===== config.mk =====
export PLATFORM = sky130hd
export DESIGN_NAME = tcf_dispatch
export DESIGN_NICKNAME = d
export VERILOG_FILES = /design/src/rtl/tcf_pkg.sv /design/src/rtl/tcf_mode_sel.sv /design/src/rtl/tcf_async_status.sv /design/src/rtl/tcf_abort_stage.sv /design/src/rtl/tcf_dispatch.sv
export SDC_FILE = /design/constraint.sdc
export NUM_CORES = 1
export LEC_CHECK = 0
export CAP_MARGIN = 20
export CORE_ASPECT_RATIO = 1.4
export CORE_MARGIN = 1.5
export CORE_UTILIZATION = 32
export CTS_CLUSTER_SIZE = 10
export DETAILED_ROUTE_END_ITERATION = 10
export GPL_ROUTABILITY_DRIVEN = 0
export GPL_TIMING_DRIVEN = 0
export PLACE_DENSITY = 0.77
export SLEW_MARGIN = 20
export SYNTH_ARGS = -nofsm -noshare
export SYNTH_HDL_FRONTEND = slang
export SYNTH_SLANG_ARGS = --single-unit
export TNS_END_PERCENT = 100

===== constraint.sdc =====
create_clock -name clk -period 1.4 [get_ports clk]
set_input_delay 0.28 -clock clk [delete_from_list [all_inputs] [get_ports clk]]
set_output_delay 0.28 -clock clk [all_outputs]
set_load 0.05 [all_outputs]

===== src/rtl/tcf_pkg.sv =====
package tcf_pkg;
  typedef enum logic [1:0] {
    TCF_IGNORE = 2'b00,
    TCF_SYNC   = 2'b01,
    TCF_ASYNC  = 2'b10,
    TCF_RSVD   = 2'b11
  } tcf_mode_e;

  localparam int FSC_W = 6;
  localparam logic [FSC_W-1:0] FSC_TAG_CHECK = 6'h11;
endpackage


===== src/rtl/tcf_mode_sel.sv =====
module tcf_mode_sel
  import tcf_pkg::*;
#(
  parameter int CTRL_W   = 64,
  parameter int EL_W     = 2,
  parameter int USER_LSB = 38,
  parameter int PRIV_LSB = 40
) (
  input  logic [CTRL_W-1:0] ctrl,
  input  logic [EL_W-1:0]   el,
  output tcf_mode_e         mode
);
  logic [1:0] user_fld;
  logic [1:0] priv_fld;

  assign user_fld = ctrl[USER_LSB +: 2];
  assign priv_fld = ctrl[PRIV_LSB +: 2];

  always_comb begin
    if (el == '0) mode = tcf_mode_e'(user_fld);
    else          mode = tcf_mode_e'(priv_fld);
  end
endmodule


===== src/rtl/tcf_async_status.sv =====
module tcf_async_status #(
  parameter int NUM_EL = 4,
  parameter int FLAG_W = 2,
  parameter int EL_W   = 2,
  localparam int IDX_W  = (FLAG_W > 1) ? $clog2(FLAG_W) : 1,
  localparam int FLAT_W = NUM_EL * FLAG_W
) (
  input  logic              clk,
  input  logic              rst_n,
  input  logic              set_en,
  input  logic [EL_W-1:0]   set_el,
  input  logic [IDX_W-1:0]  set_idx,
  input  logic              sw_en,
  input  logic [EL_W-1:0]   sw_el,
  input  logic [FLAG_W-1:0] sw_data,
  output logic [FLAT_W-1:0] status
);
  for (genvar e = 0; e < NUM_EL; e++) begin : g_lvl
    logic [FLAG_W-1:0] cur_q;
    logic [FLAG_W-1:0] nxt;
    logic [FLAG_W-1:0] set_mask;

    always_comb begin
      set_mask = '0;
      if (set_en && (set_el == EL_W'(e))) set_mask[set_idx] = 1'b1;
    end

    always_comb begin
      nxt = cur_q;
      if (sw_en && (sw_el == EL_W'(e))) nxt = sw_data;
      nxt = nxt | set_mask;
    end

    always_ff @(posedge clk) begin
      if (!rst_n) cur_q <= '0;
      else        cur_q <= nxt;
    end

    assign status[e*FLAG_W +: FLAG_W] = cur_q;
  end
endmodule


===== src/rtl/tcf_abort_stage.sv =====
module tcf_abort_stage
  import tcf_pkg::*;
#(
  parameter int ADDR_W = 64
) (
  input  logic              clk,
  input  logic              rst_n,
  input  logic              load,
  input  logic [ADDR_W-1:0] load_addr,
  output logic              can_load,
  output logic              out_valid,
  input  logic              out_ready,
  output logic [ADDR_W-1:0] out_addr,
  output logic [FSC_W-1:0]  out_fsc
);
  logic              vld_q;
  logic [ADDR_W-1:0] addr_q;

  assign can_load = !vld_q || out_ready;

  always_ff @(posedge clk) begin
    if (!rst_n)         vld_q <= 1'b0;
    else if (load)      vld_q <= 1'b1;
    else if (out_ready) vld_q <= 1'b0;
  end

  always_ff @(posedge clk) begin
    if (!rst_n)    addr_q <= '0;
    else if (load) addr_q <= load_addr;
  end

  assign out_valid = vld_q;
  assign out_addr  = addr_q;
  assign out_fsc   = FSC_TAG_CHECK;
endmodule


===== src/rtl/tcf_dispatch.sv =====
module tcf_dispatch
  import tcf_pkg::*;
#(
  parameter int ADDR_W   = 64,
  parameter int CTRL_W   = 64,
  parameter int NUM_EL   = 4,
  parameter int FLAG_W   = 2,
  parameter int SEL_BIT  = 55,
  parameter int USER_LSB = 38,
  parameter int PRIV_LSB = 40,
  localparam int EL_W   = (NUM_EL > 1) ? $clog2(NUM_EL) : 1,
  localparam int IDX_W  = (FLAG_W > 1) ? $clog2(FLAG_W) : 1,
  localparam int FLAT_W = NUM_EL * FLAG_W
) (
  input  logic              clk,
  input  logic              rst_n,
  input  logic              fail_valid,
  output logic              fail_ready,
  input  logic [ADDR_W-1:0] fail_addr,
  input  logic [EL_W-1:0]   fail_el,
  input  logic              two_ranges,
  input  logic [CTRL_W-1:0] sys_ctrl,
  output logic              abort_valid,
  input  logic              abort_ready,
  output logic [ADDR_W-1:0] abort_addr,
  output logic [FSC_W-1:0]  abort_fsc,
  output logic              reserved_pulse,
  input  logic              sw_wr_en,
  input  logic [EL_W-1:0]   sw_wr_el,
  input  logic [FLAG_W-1:0] sw_wr_data,
  output logic [FLAT_W-1:0] async_status
);
  tcf_mode_e       mode;
  logic            accept;
  logic            can_load;
  logic [IDX_W-1:0] flag_idx;
  logic            rsvd_q;

  tcf_mode_sel #(
    .CTRL_W(CTRL_W), .EL_W(EL_W), .USER_LSB(USER_LSB), .PRIV_LSB(PRIV_LSB)
  ) u_sel (
    .ctrl(sys_ctrl), .el(fail_el), .mode(mode)
  );

  assign fail_ready = can_load;
  assign accept     = fail_valid && fail_ready;
  assign flag_idx   = two_ranges ? IDX_W'(fail_addr[SEL_BIT]) : '0;

  tcf_abort_stage #(.ADDR_W(ADDR_W)) u_abort (
    .clk(clk), .rst_n(rst_n),
    .load(accept && (mode == TCF_SYNC)), .load_addr(fail_addr),
    .can_load(can_load),
    .out_valid(abort_valid), .out_ready(abort_ready),
    .out_addr(abort_addr), .out_fsc(abort_fsc)
  );

  tcf_async_status #(.NUM_EL(NUM_EL), .FLAG_W(FLAG_W), .EL_W(EL_W)) u_stat (
    .clk(clk), .rst_n(rst_n),
    .set_en(accept && (mode == TCF_ASYNC)), .set_el(fail_el), .set_idx(flag_idx),
    .sw_en(sw_wr_en), .sw_el(sw_wr_el), .sw_data(sw_wr_data),
    .status(async_status)
  );

  always_ff @(posedge clk) begin
    if (!rst_n) rsvd_q <= 1'b0;
    else        rsvd_q <= accept && (mode == TCF_RSVD);
  end

  assign reserved_pulse = rsvd_q;
endmodule


==> summary.md <==
Logic synthesis
* **distinct cell type count after synthesis** 27
* **number of storage elements in the synthesis netlist** 74
* **area of the mapped netlist** 3207 µm²
* **synthesis warning total** 0
* **average cell area after synthesis** 9.377 µm²
* **proportion of synthesized chip area in sequential cells** 46.20%
* **number of cells produced by synthesis** 342

Floorplanning
* **Cell Rows** 43
* **DIE AREA** 10,640 µm²
* **Die Y-Extent** 121.4 µm
* **effective utilization at floorplan** 32.57%
* **core footprint** 9846 µm²
* **Die W** 87.61 µm
* **total I/O pin count** 221

Global route
* **GRT Residual Overflow** 0
* **vias in the first global route** 3,038
* **global routing usage summed across all routing layers** 16.28%
* **maximum number of pins on one net before global-route repair** 13
* **first-pass GRT wire length** 13.57 mm
* **antenna violations before repair** 0

Power
* **fraction of power consumed by the clock network** 45.6%
* **Switching Fraction** 24.25%
* **portion of total power attributed to combinational logic** 18.4%
* **worst-case vdd ir drop** 680.9 µV
* **net switching power** 1.504 mW
* **P_leak** 2.208 nW
* **power per unit of standard cell area** 1099 nW/µm²
* **sequential power share** 36.0%
* **internal cell power** 4.699 mW

Timing
* **final-report max-slew violation count** 0
* **fmax** 734.2 MHz
* **final period utilization** 97.28%
* **final hold violations** 0
* **final setup violating endpoints** 0
* **worst-case setup margin in the final layout** 0.03803 ns
* **Max Clock Skew** 0.002590 ns
* **time the worst path needs with I/O delays and setup** 1.362 ns

Flow run
* **count of maximum capacitance violations** 0

Worst setup path
* **FF-to-FF Start** u_abort.out_valid
* **R2R depth** 4
* **launch point of the worst path** abort_ready
* **setup slack of the most critical reg-to-reg path** 0.17 ns
* **type of element capturing the critical path** output pin
* **CP Launch Type** input port
* **startpoint-to-endpoint class of the critical path** input port to output pin
* **arrival time of the worst setup path** 1.08 ns
* **top fanout value on the critical path** 5
* **Worst Setup EP** fail_ready
* **Worst R2R End** u_stat.g_lvl[1].cur_q[1]
* **required time at the endpoint of the critical path** 1.12 ns

Clock network
* **clock latency on the worst-skew pair** 0.33 ns
* **cell at the root of the clock tree** clkbuf_16
* **hold-fix buffer count after cts** 0
* **maximum number of buffers from clock root to sink** 2
* **H-tree lvl count** 3
* **total clock buffers created by CTS** 9
* **Sink Count** 74
* **register clock-pin slew on the reported worst setup and hold paths** 0.05 ns
* **CTS tree** built

Placed design
* **count of input and output buffers** 154
* **setup slack at placement** -0.7322 ns
* **DPL Wire Length** 6.633 mm

Route
* **DRT Wirelength** 8.924 mm
* **1st-iter DRT viols** 52
* **drt drc** 0
* **vias post-DR** 2,942
* **Avg WL per Cell** 13.52 µm
* **DR vias/cell** 4.458
* **number of nets still failing antenna checks after routing** 0
* **drt pass-1 iters** 4

Cells and area
* **number of nets in the final layout** 660
* **number of inserted filler cells in the final layout** 862
* **area of combinational cells with multiple inputs** 1546 µm²
* **share of post-route cells with drive strength above 1** 28.00%
* **final design utilization** 57.34%
* **Synth-to-Final Area Change** 76.04%
* **number of inserted diodes** 0
* **FF+latch area** 1485 µm²

Hold path
* **type of the tightest min-delay check** input port to register

Outcome
* **outcome** finished clean

==> cell type report <==
| type | count | area share [%] |
|---|---|---|
| inverters | 3 | 0.1995 |
| clock inverters | 3 | 1.596 |
| clock buffers | 13 | 5.164 |
| repair buffers | 163 | 32.03 |
| well taps | 135 | 2.992 |
| multi-input cells | 242 | 27.39 |
| flip-flops and latches | 74 | 26.31 |
| plain buffers | 27 | 4.322 |
==> placed cells by master (no fill, tap or decap), drive strengths merged, types with 3 or more instances in the layout <==
cell type / n
clkbuf: 35
o21ai: 5
nor2: 3
nand2: 134
bufinv: 3
conb: 6
inv: 3
a32o: 4
and2: 4
dfxtp: 74
mux2i: 66
clkdlybuf4s15: 74
buf: 18
dlymetal6s2s: 5
mux2: 6
clkdlybuf4s50: 70
==> worst min path at each step <==
stage                          from  cells past startpoint  slack, ns                       end
6_report                 fail_el[0]                      2       0.33  u_stat.g_lvl[3].cur_q[0]
5_1_grt                  fail_el[0]                      2       0.34  u_stat.g_lvl[3].cur_q[0]
4_1_cts        u_abort.out_addr[14]                      2       0.46      u_abort.out_addr[14]
3_5_place_dp   u_abort.out_addr[14]                      2       0.45      u_abort.out_addr[14]
3_3_place_gp   u_abort.out_addr[50]                      2       0.44      u_abort.out_addr[50]
2_1_floorplan         fail_addr[10]                      2       0.42      u_abort.out_addr[10]
==> power groups by stage <==
stage / Combinational [mW] / Sequential (mW) / Clock, mW
floorplan: 0.349 / 2.56 / 0
global placement: 1.09 / 2.27 / 0
detailed placement: 1.10 / 2.28 / 0
CTS: 1.10 / 2.23 / 2.91
global route: 1.21 / 2.24 / 2.97
finish: 1.14 / 2.23 / 2.83
==> registers in the layout, summed over array words and instances (netlist names) <==
register,cells
reserved_pulse,1
u_abort.out_addr,64
u_abort.out_valid,1
u_stat.g_lvl.cur_q,8
==> routing by layer <==
| metal | vias up | global-route usage (%) | wire [µm] |
|---|---|---|---|
| li1 | 1469 | - | - |
| met1 | 1357 | 17.39 | 3559 |
| met2 | 103 | 29.28 | 4678 |
| met3 | 13 | 4.014 | 508 |
| met4 | 0 | 7.738 | 178 |
| met5 | - | 0 | 0 |
==> stage by stage <==
| step | area, µm² | power (mW) | std cells | setup TNS (ns) | hold WS, ns |
|---|---|---|---|---|---|
| floorplan | 3233 | 2.910 | 346 | 0 | 0.4222 |
| global placement | 4943 | 3.369 | 635 | -45.45 | 0.4416 |
| detailed placement | 4943 | 3.382 | 635 | -47.87 | 0.4487 |
| CTS | 5483 | 6.247 | 654 | 0 | 0.4567 |
| global route | 5645 | 6.415 | 660 | -0.02682 | 0.3423 |
| finish | 5645 | 6.203 | 660 | 0 | 0.3319 |
==> repair_timing <==
action / 4_1_cts / 5_1_grt
pin swaps: 3 / 3
gates cloned: 0 / 5
buffers inserted: 3 / 1
setup endpoints to repair: 144 / 67
resized for setup: 248 / 20
==> logic make-up (layout without fill, tap and decap cells) <==
| group | after synthesis | in the layout | synth area share [%] |
|---|---|---|---|
| other | 2 | 6 | 0.2342 |
| AND/OR/NAND/NOR | 153 | 153 | 20.72 |
| flip-flops | 74 | 74 | 46.20 |
| buffers and inverters | 30 | 209 | 7.257 |
| multiplexers | 72 | 72 | 22.71 |
| AO/OA/AOI/OAI | 11 | 11 | 2.887 |
==> cells in the mapped netlist <==
| cell type | n | area [µm²] |
|---|---|---|
| nand2_1 | 133 | 499.2 |
| inv_1 | 3 | 11.26 |
| nor2_1 | 2 | 7.510 |
| or4b_1 | 1 | 10.01 |
| nor4b_1 | 1 | 8.760 |
| conb_1 | 2 | 7.510 |
| clkbuf_1 | 15 | 56.30 |
| mux2_2 | 6 | 67.56 |
| nand2b_1 | 1 | 6.260 |
| nand3_1 | 2 | 10.01 |
| buf_12 | 6 | 120.1 |
| o21ai_1 | 2 | 10.01 |
| or2_4 | 1 | 8.760 |
| nor4b_4 | 1 | 23.77 |
| nor2_8 | 1 | 20.02 |
| and2_1 | 4 | 25.02 |
| dfxtp_1 | 74 | 1481 |
| nand3b_1 | 2 | 15.01 |
| buf_4 | 6 | 45.04 |
| a32o_1 | 4 | 40.04 |
| mux2i_1 | 66 | 660.6 |
| nand2_2 | 1 | 6.260 |
| a31oi_1 | 1 | 6.260 |
| o21ai_0 | 3 | 15.01 |
| and4_1 | 1 | 8.760 |
| a31oi_4 | 1 | 21.27 |
| nor3b_1 | 2 | 15.01 |
==> worst max-delay path, cell delays in order <==
cell and delay, ns:
clkdlybuf4s50_1 0.45, nand2b_4 0.15, buf_4 0.20
No activity file was read; power rests on OpenSTA's default activity.
